`src/rtl/ilp_pkg.sv`:
```
package ilp_pkg;

  typedef enum logic [1:0] {
    PM_RUN  = 2'd0,
    PM_WAIT = 2'd1,
    PM_STOP = 2'd2
  } pmode_e;

  localparam int NTMR = 3;  // [2] capture, [1] compare, [0] overflow

  // flag update: clear by write-1, set by strobe, set wins
  function automatic logic [NTMR-1:0] flag_next(
    input logic [NTMR-1:0] cur,
    input logic [NTMR-1:0] set,
    input logic [NTMR-1:0] clr
  );
    return (cur & ~clr) | set;
  endfunction

  // fixed-priority grant: {ext, capture, compare, overflow}
  function automatic logic [NTMR:0] prio_grant(
    input logic            ext,
    input logic [NTMR-1:0] req
  );
    logic [NTMR:0] g;
    g = '0;
    if (ext)         g[3] = 1'b1;
    else if (req[2]) g[2] = 1'b1;
    else if (req[1]) g[1] = 1'b1;
    else if (req[0]) g[0] = 1'b1;
    return g;
  endfunction

endpackage

```
`src/rtl/tmr_flag_unit.sv`:
```
module tmr_flag_unit #(
  parameter int          AW        = 8,
  parameter int          DW        = 8,
  parameter logic [AW-1:0] STAT_ADDR = 8'h13,
  parameter logic [AW-1:0] CTRL_ADDR = 8'h12,
  parameter int          FLAG_MSB  = 7
) (
  input  logic                      clk,
  input  logic                      rst_n,
  input  logic [ilp_pkg::NTMR-1:0]  evt,
  input  logic                      we,
  input  logic [AW-1:0]             addr,
  input  logic [DW-1:0]             wdata,
  output logic [ilp_pkg::NTMR-1:0]  flags,
  output logic [ilp_pkg::NTMR-1:0]  enables,
  output logic [ilp_pkg::NTMR-1:0]  req
);
  import ilp_pkg::*;

  localparam int FLAG_LSB = FLAG_MSB - NTMR + 1;

  logic            stat_wr;
  logic            ctrl_wr;
  logic [NTMR-1:0] clr_mask;
  logic [NTMR-1:0] wfield;
  logic            unused_wdata;

  assign stat_wr      = we && (addr == STAT_ADDR);
  assign ctrl_wr      = we && (addr == CTRL_ADDR);
  assign wfield       = wdata[FLAG_MSB:FLAG_LSB];
  assign clr_mask     = stat_wr ? wfield : '0;
  assign unused_wdata = ^wdata;

  always_ff @(posedge clk or negedge rst_n) begin
    if (!rst_n) begin
      flags   <= '0;
      enables <= '0;
    end else begin
      flags <= flag_next(flags, evt, clr_mask);
      if (ctrl_wr) enables <= wfield;
    end
  end

  assign req = flags & enables;

  for (genvar i = 0; i < NTMR; i++) begin : g_chk

    flag_clr_chk: assert property (@(posedge clk) disable iff (!rst_n)
      (stat_wr && wfield[i] && !evt[i]) |=> !flags[i]);

    set_wins_chk: assert property (@(posedge clk) disable iff (!rst_n)
      evt[i] |=> flags[i]);
  end


  ctrl_hold_chk: assert property (@(posedge clk) disable iff (!rst_n)
    !ctrl_wr |=> $stable(enables));

endmodule

```
`src/rtl/vec_select.sv`:
```
module vec_select #(
  parameter logic [15:0] RST_VEC = 16'h1FFE,
  parameter logic [15:0] EXT_VEC = 16'h0FFA,
  parameter logic [15:0] CAP_VEC = 16'h0FF6,
  parameter logic [15:0] CMP_VEC = 16'h0FF4,
  parameter logic [15:0] OVF_VEC = 16'h0FF2
) (
  input  logic                     clk,
  input  logic                     rst_n,
  input  logic                     boot,
  input  logic                     ext_wake,
  input  logic [ilp_pkg::NTMR-1:0] tmr_req,
  output logic [ilp_pkg::NTMR:0]   grant,
  output logic [15:0]              vec_addr
);
  import ilp_pkg::*;

  assign grant = boot ? '0 : prio_grant(ext_wake, tmr_req);

  always_comb begin
    unique case (1'b1)
      grant[3]: vec_addr = EXT_VEC;
      grant[2]: vec_addr = CAP_VEC;
      grant[1]: vec_addr = CMP_VEC;
      grant[0]: vec_addr = OVF_VEC;
      default:  vec_addr = RST_VEC;
    endcase
  end


  grant_onehot_chk: assert property (@(posedge clk) disable iff (!rst_n)
    $onehot0(grant));


  ext_first_chk: assert property (@(posedge clk) disable iff (!rst_n)
    (ext_wake && !boot) |-> vec_addr == EXT_VEC);

endmodule

```
`src/rtl/sleep_ctrl.sv`:
```
module sleep_ctrl (
  input  logic            clk,
  input  logic            rst_n,
  input  logic            stop_req,
  input  logic            wait_req,
  input  logic            ext_wake,
  input  logic            tmr_wake,
  output ilp_pkg::pmode_e mode,
  output logic            osc_en,
  output logic            cpu_clk_en,
  output logic            tmr_clk_en
);
  import ilp_pkg::*;

  pmode_e mode_nx;

  always_comb begin
    mode_nx = mode;
    unique case (mode)
      PM_RUN: begin
        if (stop_req)      mode_nx = PM_STOP;
        else if (wait_req) mode_nx = PM_WAIT;
      end
      PM_WAIT: if (ext_wake || tmr_wake) mode_nx = PM_RUN;
      PM_STOP: if (ext_wake)             mode_nx = PM_RUN;
      default: mode_nx = PM_RUN;
    endcase
  end

  always_ff @(posedge clk or negedge rst_n) begin
    if (!rst_n) mode <= PM_RUN;
    else        mode <= mode_nx;
  end

  assign osc_en     = (mode != PM_STOP);
  assign tmr_clk_en = (mode != PM_STOP);
  assign cpu_clk_en = (mode == PM_RUN);


  stop_entry_chk: assert property (@(posedge clk) disable iff (!rst_n)
    (mode == PM_RUN && stop_req) |=> (!osc_en && !tmr_clk_en && !cpu_clk_en));

  stop_hold_chk: assert property (@(posedge clk) disable iff (!rst_n)
    (mode == PM_STOP && !ext_wake) |=> mode == PM_STOP);

  wait_clk_chk: assert property (@(posedge clk) disable iff (!rst_n)
    (mode == PM_RUN && wait_req && !stop_req) |=> (!cpu_clk_en && tmr_clk_en && osc_en));

  wait_exit_chk: assert property (@(posedge clk) disable iff (!rst_n)
    (mode == PM_WAIT && (ext_wake || tmr_wake)) |=> cpu_clk_en);

endmodule

```
`src/rtl/irq_lowpower_ctrl.sv`:
```
module irq_lowpower_ctrl #(
  parameter int          ADDR_W    = 8,
  parameter int          DATA_W    = 8,
  parameter logic [ADDR_W-1:0] STAT_ADDR = 8'h13,
  parameter logic [ADDR_W-1:0] CTRL_ADDR = 8'h12,
  parameter int          FLAG_MSB  = 7,
  parameter logic [15:0] RST_VEC   = 16'h1FFE,
  parameter logic [15:0] EXT_VEC   = 16'h0FFA,
  parameter logic [15:0] CAP_VEC   = 16'h0FF6,
  parameter logic [15:0] CMP_VEC   = 16'h0FF4,
  parameter logic [15:0] OVF_VEC   = 16'h0FF2
) (
  input  logic              clk,
  input  logic              rst_n,
  input  logic [2:0]        tmr_evt,
  input  logic              bus_we,
  input  logic [ADDR_W-1:0] bus_addr,
  input  logic [DATA_W-1:0] bus_wdata,
  input  logic              ext_irq,
  input  logic              kbd_irq,
  input  logic              cpu_mask,
  input  logic              stop_req,
  input  logic              wait_req,
  output logic              int_pending,
  output logic [15:0]       vec_addr,
  output logic              mask_set,
  output logic              osc_en,
  output logic              cpu_clk_en,
  output logic              tmr_clk_en
);
  import ilp_pkg::*;

  logic            boot;
  logic            ext_wake;
  logic            tmr_wake;
  logic [NTMR-1:0] flags;
  logic [NTMR-1:0] enables;
  logic [NTMR-1:0] tmr_req;
  logic [NTMR:0]   grant;
  pmode_e          mode;

  always_ff @(posedge clk or negedge rst_n) begin
    if (!rst_n) boot <= 1'b1;
    else        boot <= 1'b0;
  end

  assign ext_wake = ext_irq | kbd_irq;
  assign tmr_wake = |tmr_req;

  tmr_flag_unit #(
    .AW(ADDR_W), .DW(DATA_W), .STAT_ADDR(STAT_ADDR),
    .CTRL_ADDR(CTRL_ADDR), .FLAG_MSB(FLAG_MSB)
  ) u_flags (
    .clk(clk), .rst_n(rst_n), .evt(tmr_evt), .we(bus_we),
    .addr(bus_addr), .wdata(bus_wdata),
    .flags(flags), .enables(enables), .req(tmr_req)
  );

  vec_select #(
    .RST_VEC(RST_VEC), .EXT_VEC(EXT_VEC), .CAP_VEC(CAP_VEC),
    .CMP_VEC(CMP_VEC), .OVF_VEC(OVF_VEC)
  ) u_vec (
    .clk(clk), .rst_n(rst_n), .boot(boot), .ext_wake(ext_wake),
    .tmr_req(tmr_req), .grant(grant), .vec_addr(vec_addr)
  );

  sleep_ctrl u_sleep (
    .clk(clk), .rst_n(rst_n), .stop_req(stop_req), .wait_req(wait_req),
    .ext_wake(ext_wake), .tmr_wake(tmr_wake), .mode(mode),
    .osc_en(osc_en), .cpu_clk_en(cpu_clk_en), .tmr_clk_en(tmr_clk_en)
  );

  assign mask_set    = boot;
  assign int_pending = !cpu_mask && (|grant);


  pend_mask_chk: assert property (@(posedge clk) disable iff (!rst_n)
    (cpu_mask || mask_set) |-> !int_pending);

  masked_wake_chk: assert property (@(posedge clk) disable iff (!rst_n)
    (mode == PM_WAIT && cpu_mask && (ext_wake || tmr_wake)) |=> mode == PM_RUN);

  req_needs_en_chk: assert property (@(posedge clk) disable iff (!rst_n)
    (enables == '0 && !ext_wake) |-> !int_pending);

endmodule

```
`config.mk`:
```
export PLATFORM = sky130hd
export DESIGN_NAME = irq_lowpower_ctrl
export DESIGN_NICKNAME = d
export VERILOG_FILES = /design/src/rtl/ilp_pkg.sv /design/src/rtl/tmr_flag_unit.sv /design/src/rtl/vec_select.sv /design/src/rtl/sleep_ctrl.sv /design/src/rtl/irq_lowpower_ctrl.sv
export SDC_FILE = /design/constraint.sdc
export NUM_CORES = 1
export LEC_CHECK = 0
export CAP_MARGIN = 25
export CORE_AREA = 2 2 39 41
export DETAILED_ROUTE_END_ITERATION = 8
export DIE_AREA = 0 0 41 43
export DONT_BUFFER_PORTS = 1
export PLACE_DENSITY = 0.7
export RECOVER_POWER = 100
export SLEW_MARGIN = 20
export SYNTH_ARGS = -nofsm -noshare
export SYNTH_HDL_FRONTEND = slang
export SYNTH_SLANG_ARGS = --single-unit
```
`constraint.sdc`:
```
create_clock -name clk -period 0.9 [get_ports clk]
set_input_delay 0 -clock clk [delete_from_list [all_inputs] [get_ports clk]]
set_output_delay 0 -clock clk [all_outputs]
set_load 0.01 [all_outputs]
```
## Word level (Yosys, flattened, before mapping)

Index checks and enable logic that the tools add are counted.

- Bits in registers: 9
- Latch bits: 0
- Memory bits (writable): 0
- Memory bits (read-only): 0
- Output and inout bits: 21
- Word-level logic and storage cells: 41
- Memories: 0

- $add $sub $neg: 0
- $mul: 0
- Divide/modulo/power cells: 0
- $lt $le $gt $ge: 0
- Eq/ne operators: 8
- Shifts and indexed selects: 0
- Multiplexer cells: 15
- Bitwise gates (word level): 5
- Reduce and logical (&&, ||, !) cells: 9

Operators by type and width:

| operator | number |
|---|---|
| 13-bit one-hot mux with 4 select lines | 1 |
| 8-bit by 5-bit equality test with 1-bit output, second input constant | 2 |
| 2-bit two-way mux | 5 |
| 3-bit bitwise AND | 2 |
| 3-bit two-way mux | 2 |
| 2-bit one-hot mux with 3 select lines | 1 |
| 1-bit two-way mux | 5 |
| 4-bit two-way mux | 1 |
| 2-bit by 1-bit != test with 1-bit output, second input constant | 2 |
| 4-bit OR reduction | 1 |
| 1-bit logical AND | 3 |
| 3-bit != test, second input constant | 1 |
| 3-bit inverter | 1 |
| 3-bit OR | 1 |
| 3-bit AND reduction | 1 |
| 3-bit OR reduction | 1 |
| 2-bit by 1-bit equality test with 1-bit output, second input constant | 1 |
| 2-bit equality test, second input constant | 1 |
| 2-bit logical NOT | 1 |
| 2-bit != test, second input constant | 1 |
| 1-bit logical NOT | 1 |
| 1-bit logical OR | 1 |
| 1-bit OR | 1 |

## Logic depth before layout (Yosys ltp)

- Word-level depth: 8
- Depth in mapped cells: 3
- Depth with buffers taken out: 3

## By module

From an unflattened synthesis, not the netlist that was laid out.

- Cell total of the unflattened synthesis: 63
- Area total of the unflattened synthesis: 655.6 um^2

By module, submodules not included:

| module | instances | cells an instance | area an instance (um^2) | seq. area each (um^2) |
|---|---|---|---|---|
| tmr_flag_unit | 1 | 21 | 304.0 | 150.1 |
| vec_select | 1 | 25 | 185.2 | 0.0 |
| sleep_ctrl | 1 | 11 | 113.9 | 50.0 |
| irq_lowpower_ctrl | 1 | 6 | 52.6 | 26.3 |

## Worst setup path before layout

No wires, ideal clock.

- Path type: reg-to-output
- From: reg u_flags.flags[2] (netlist bit)
- To: out vec_addr[3]
- Arrival time: 1.075 ns
- Data required time: 0.900 ns
- Slack: -0.175 ns
- Cell stages (with the launch flop): 4
- Path buffers: 0
- Cells stage by stage: dfrtp_1 -> a211oi_1 -> a21o_1 -> or3_1

- Longest elaborated chain between the ends: 5
- Elaborated cells on any way between the ends: 6
- Classes of those cells: mux: 5; bitwise: 1

RTL lines:

| element | RTL line | RTL |
|---|---|---|
| from (decl) | tmr_flag_unit.sv:14 | `output logic [ilp_pkg::NTMR-1:0] flags,` |
| from (signal assigned) | tmr_flag_unit.sv:39 | `flags <= flag_next(flags, evt, clr_mask);` |
| 3-bit bitwise AND * | tmr_flag_unit.sv:44 | `assign req = flags & enables;` |
| 2-bit two-way mux or 1-bit two-way mux (tied branches) | ilp_pkg.sv:28 | `else if (req[2]) g[2] = 1'b1;` |
| 3-bit two-way mux * | ilp_pkg.sv:27 | `if (ext) g[3] = 1'b1;` |
| 4-bit two-way mux * | vec_select.sv:18 | `assign grant = boot ? '0 : prio_grant(ext_wake, tmr_req);` |
| 13-bit one-hot mux with 4 select lines * | vec_select.sv:21 | `unique case (1'b1)` |
| to (decl) | irq_lowpower_ctrl.sv:25 | `output logic [15:0] vec_addr,` |

Every way passes the cells marked *; elsewhere a longest branch is shown, timed or not.

## Final worst setup path

- From: reg u_flags.enables[2] (netlist bit)
- To: out vec_addr[3]

- Longest elaborated chain between the ends: 5
- Elaborated cells on any way between the ends: 6
- Classes of those cells: mux: 5; bitwise: 1

RTL lines:

| element | RTL line | RTL |
|---|---|---|
| from (decl) | tmr_flag_unit.sv:15 | `output logic [ilp_pkg::NTMR-1:0] enables,` |
| from (signal assigned) | tmr_flag_unit.sv:40 | `if (ctrl_wr) enables <= wfield;` |
| 3-bit bitwise AND * | tmr_flag_unit.sv:44 |  |
| 2-bit two-way mux or 1-bit two-way mux (tied branches) | ilp_pkg.sv:28 |  |
| 3-bit two-way mux * | ilp_pkg.sv:27 |  |
| 4-bit two-way mux * | vec_select.sv:18 |  |
| 13-bit one-hot mux with 4 select lines * | vec_select.sv:21 |  |

Marked as above.

==> results.json <==
{
  "path_max_fanout": 3,
  "cts_buffer_depth": 2,
  "core_area_sq_um": 1380,
  "synth_area_leaders": "dfrtp_1, buf_4, mux2_4",
  "avgRoutedWirePerCell_microns": 11.8,
  "rsz0062_at_grt": "true",
  "worst_setup_path_start_kind": "flip-flop",
  "die_h_microns": 43,
  "post-synth-top-count-cell": "buf_4",
  "path_class": "reg2out",
  "fin_ws_ns": -0.382,
  "syn_area_sq_um": 572,
  "synthArstFlopShare": 1.00,
  "n_fill_cell": 137,
  "critPathCaptureType": "output port",
  "ys_ff_latch": 9,
  "clock_latency_ns": 0.26,
  "cp_data_arrival_time_ns": 1.28,
  "fmax_mhz": 780,
  "post-route-drc-count": 0,
  "synth.avg_cell_area_sq_um": 10.4,
  "busiest_layer": "met2",
  "dp_hpwl_microns": 896,
  "synth.yosys.seq_area_share": 0.396,
  "setup_viol": 8,
  "min_path_type": "in2out",
  "post-route-period-util": 1.42,
  "holdWs_ns": 0.0491,
  "std_cell_rows": 14,
  "synth_flop_cell": "dfrtp_1",
  "synth_edf_count": 0,
  "use_met1": 0.179,
  "drv_slew": 0,
  "diodes": 0,
  "port_buffers": 0,
  "slowest_stage": "dfrtp_1",
  "power_mw": 0.979,
  "hold_viol": 0,
  "period_needed_ns": 1.28,
  "htree_levels": 1,
  "yosys-top-cells-count": "buf_4, dfrtp_1, nor2_1, a21o_1, nand4_1",
  "io_pins": 48,
  "crit_chain": "a211oi_2, a21o_1, or3_4",
  "routabilityCongestion": 0.765,
  "wirelength_microns": 1170,
  "cts-root-buf": "clkbuf_4",
  "drive_above_1_share": 0.361,
  "gr-total-overflow": 0,
  "numCtsBuffers": 3,
  "ys_warn_count": 0,
  "failed_checks": "negative setup slack",
  "antenna_found_initial": 0,
  "dr_total_vias": 464,
  "die_x_microns": 41,
  "synth_top_area_cell": "dfrtp_1",
  "nNetsFinal": 111,
  "maxCapViolations": 0,
  "peakVddDrop_mv": 0.764,
  "via_per_inst": 4.69,
  "dieArea_sq_um": 1760,
  "ys_types": 18,
  "clock-sinks": 9,
  "grtUsageMet3": 0.0628,
  "groute.layer.met2.usage": 0.256,
  "drtAntennaViolNets": 0,
  "drt_first_iter_violations": 4,
  "status": "complete, but fails checks",
  "grt_pass1_vias": 466,
  "track_usage": 0.159,
  "grt_pass1_wl_microns": 1860,
  "synth_top_cell_area_share": 0.350,
  "power_density_nw_per_um2": 1170,
  "synthToLayoutAreaGrowth_pct": 46.2,
  "cts_tree": "yes",
  "synthCells": 55,
  "first_pass_iters": 4,
  "clk_pin_slew_worst_paths_ns": 0.06,
  "grt_max_degree": 10,
  "critPathRequiredTime_ns": 0.90,
  "clock-skew-final_ns": 0.00567,
  "slowest_delay_ns": 0.37,
  "power_leakage_nw": 0.381,
  "start_util": 0.413
}
## final cells by class
| class | count | area (sq um) | area share |
|---|---|---|---|
| Sequential cell | 9 | 228 | 0.272 |
| Clock buffer | 3 | 22.5 | 0.0269 |
| Multi-Input combinational cell | 44 | 324 | 0.388 |
| Tap cell | 16 | 20.0 | 0.0240 |
| Clock inverter | 1 | 5.00 | 0.00599 |
| Timing Repair Buffer | 26 | 236 | 0.283 |
## sequential cells by signal, summed over array words and instances, names as in the netlist
register,flops
mask_set,1
u_flags.enables,3
u_flags.flags,3
u_sleep.mode,2
## path summary, 6_finish.rpt
check | start | endpoint | slack [ns] | depth (start not counted)
max | u_flags.enables[2] | vec_addr[3] | -0.38 | 3
min | cpu_mask | int_pending | 0.05 | 1
max reg2reg | u_flags.enables[2] | u_sleep.mode[0] | -0.25 | 5
min reg2reg | u_sleep.mode[0] | u_sleep.mode[1] | 0.52 | 1
max in group asynchronous | rst_n | mask_set | 0.48 | 1
min in group asynchronous | rst_n | u_flags.flags[0] | 0.10 | 1
## layer usage
layer  up-vias  routed length [microns]
li1        224                        -
met1       212                      445
met2        28                      582
met3         0                      139
met4         0                        0
met5         -                        0
## report_power, final
group          internal, mW  total, mW  switching [mW]  leakage (nW)
Clock                 0.164      0.302           0.139        0.0177
Sequential            0.426      0.453          0.0274         0.102
Combinational         0.121      0.223           0.102         0.261
Total                 0.711      0.979           0.268         0.381
## metrics by stage
step	TNS, ns	utilization	cells	setup WS [ns]	cell area [sq um]
finish	-2.03	0.604	99	-0.382	836
global route	-2.61	0.604	99	-0.450	836
CTS	-1.78	0.587	97	-0.387	812
detailed placement	-0.464	0.454	80	-0.0900	628
global placement	-0.399	0.454	80	-0.0751	628
floorplan	-0.396	-	66	-0.107	623
## critical path, delay by kind of cell, from the launching register on
kind             cells  cell delay (ns)
flip-flops           1             0.37
AND/OR/NAND/NOR      1             0.35
AO/OA/AOI/OAI        2             0.30
## what timing repair did
| item | 4_1_cts | 5_1_grt |
|---|---|---|
| hold buffers | 12 | 0 |
| cloned | 0 | 0 |
| hold endpoints to repair | 17 | 0 |
| pin swaps | 3 | 0 |
| resized for setup | 9 | 5 |
| endpoints found under the setup margin | 10 | 12 |
| setup buffers | 1 | 2 |
## kinds of logic after synthesis
kind of cell,share of synthesized area
and+or+nand+nor,0.217
muxes,0.0963
DFF,0.396
buffers and inverters,0.171
AOI/OAI and AO/OA,0.107
other,0.0131
## placed cells by master, fill, tap and decap left out
master	count
clkbuf_1	2
clkbuf_4	3
buf_6	5
nor4b_4	1
nand2b_4	1
a22oi_1	1
nor2_1	6
buf_4	7
dlygate4sd3_1	12
nand4_1	4
a21o_1	5
mux2_4	3
dfrtp_2	1
nand2_1	1
or3_4	1
dfstp_2	1
mux2i_1	1
and4bb_2	1
nand2_4	1
nand2_2	1
conb_1	13
dfrtp_1	7
and3b_4	1
a211oi_2	1
nor2_4	1
clkinv_2	1
a32oi_1	1
No activity file was read; power rests on OpenSTA's default activity.
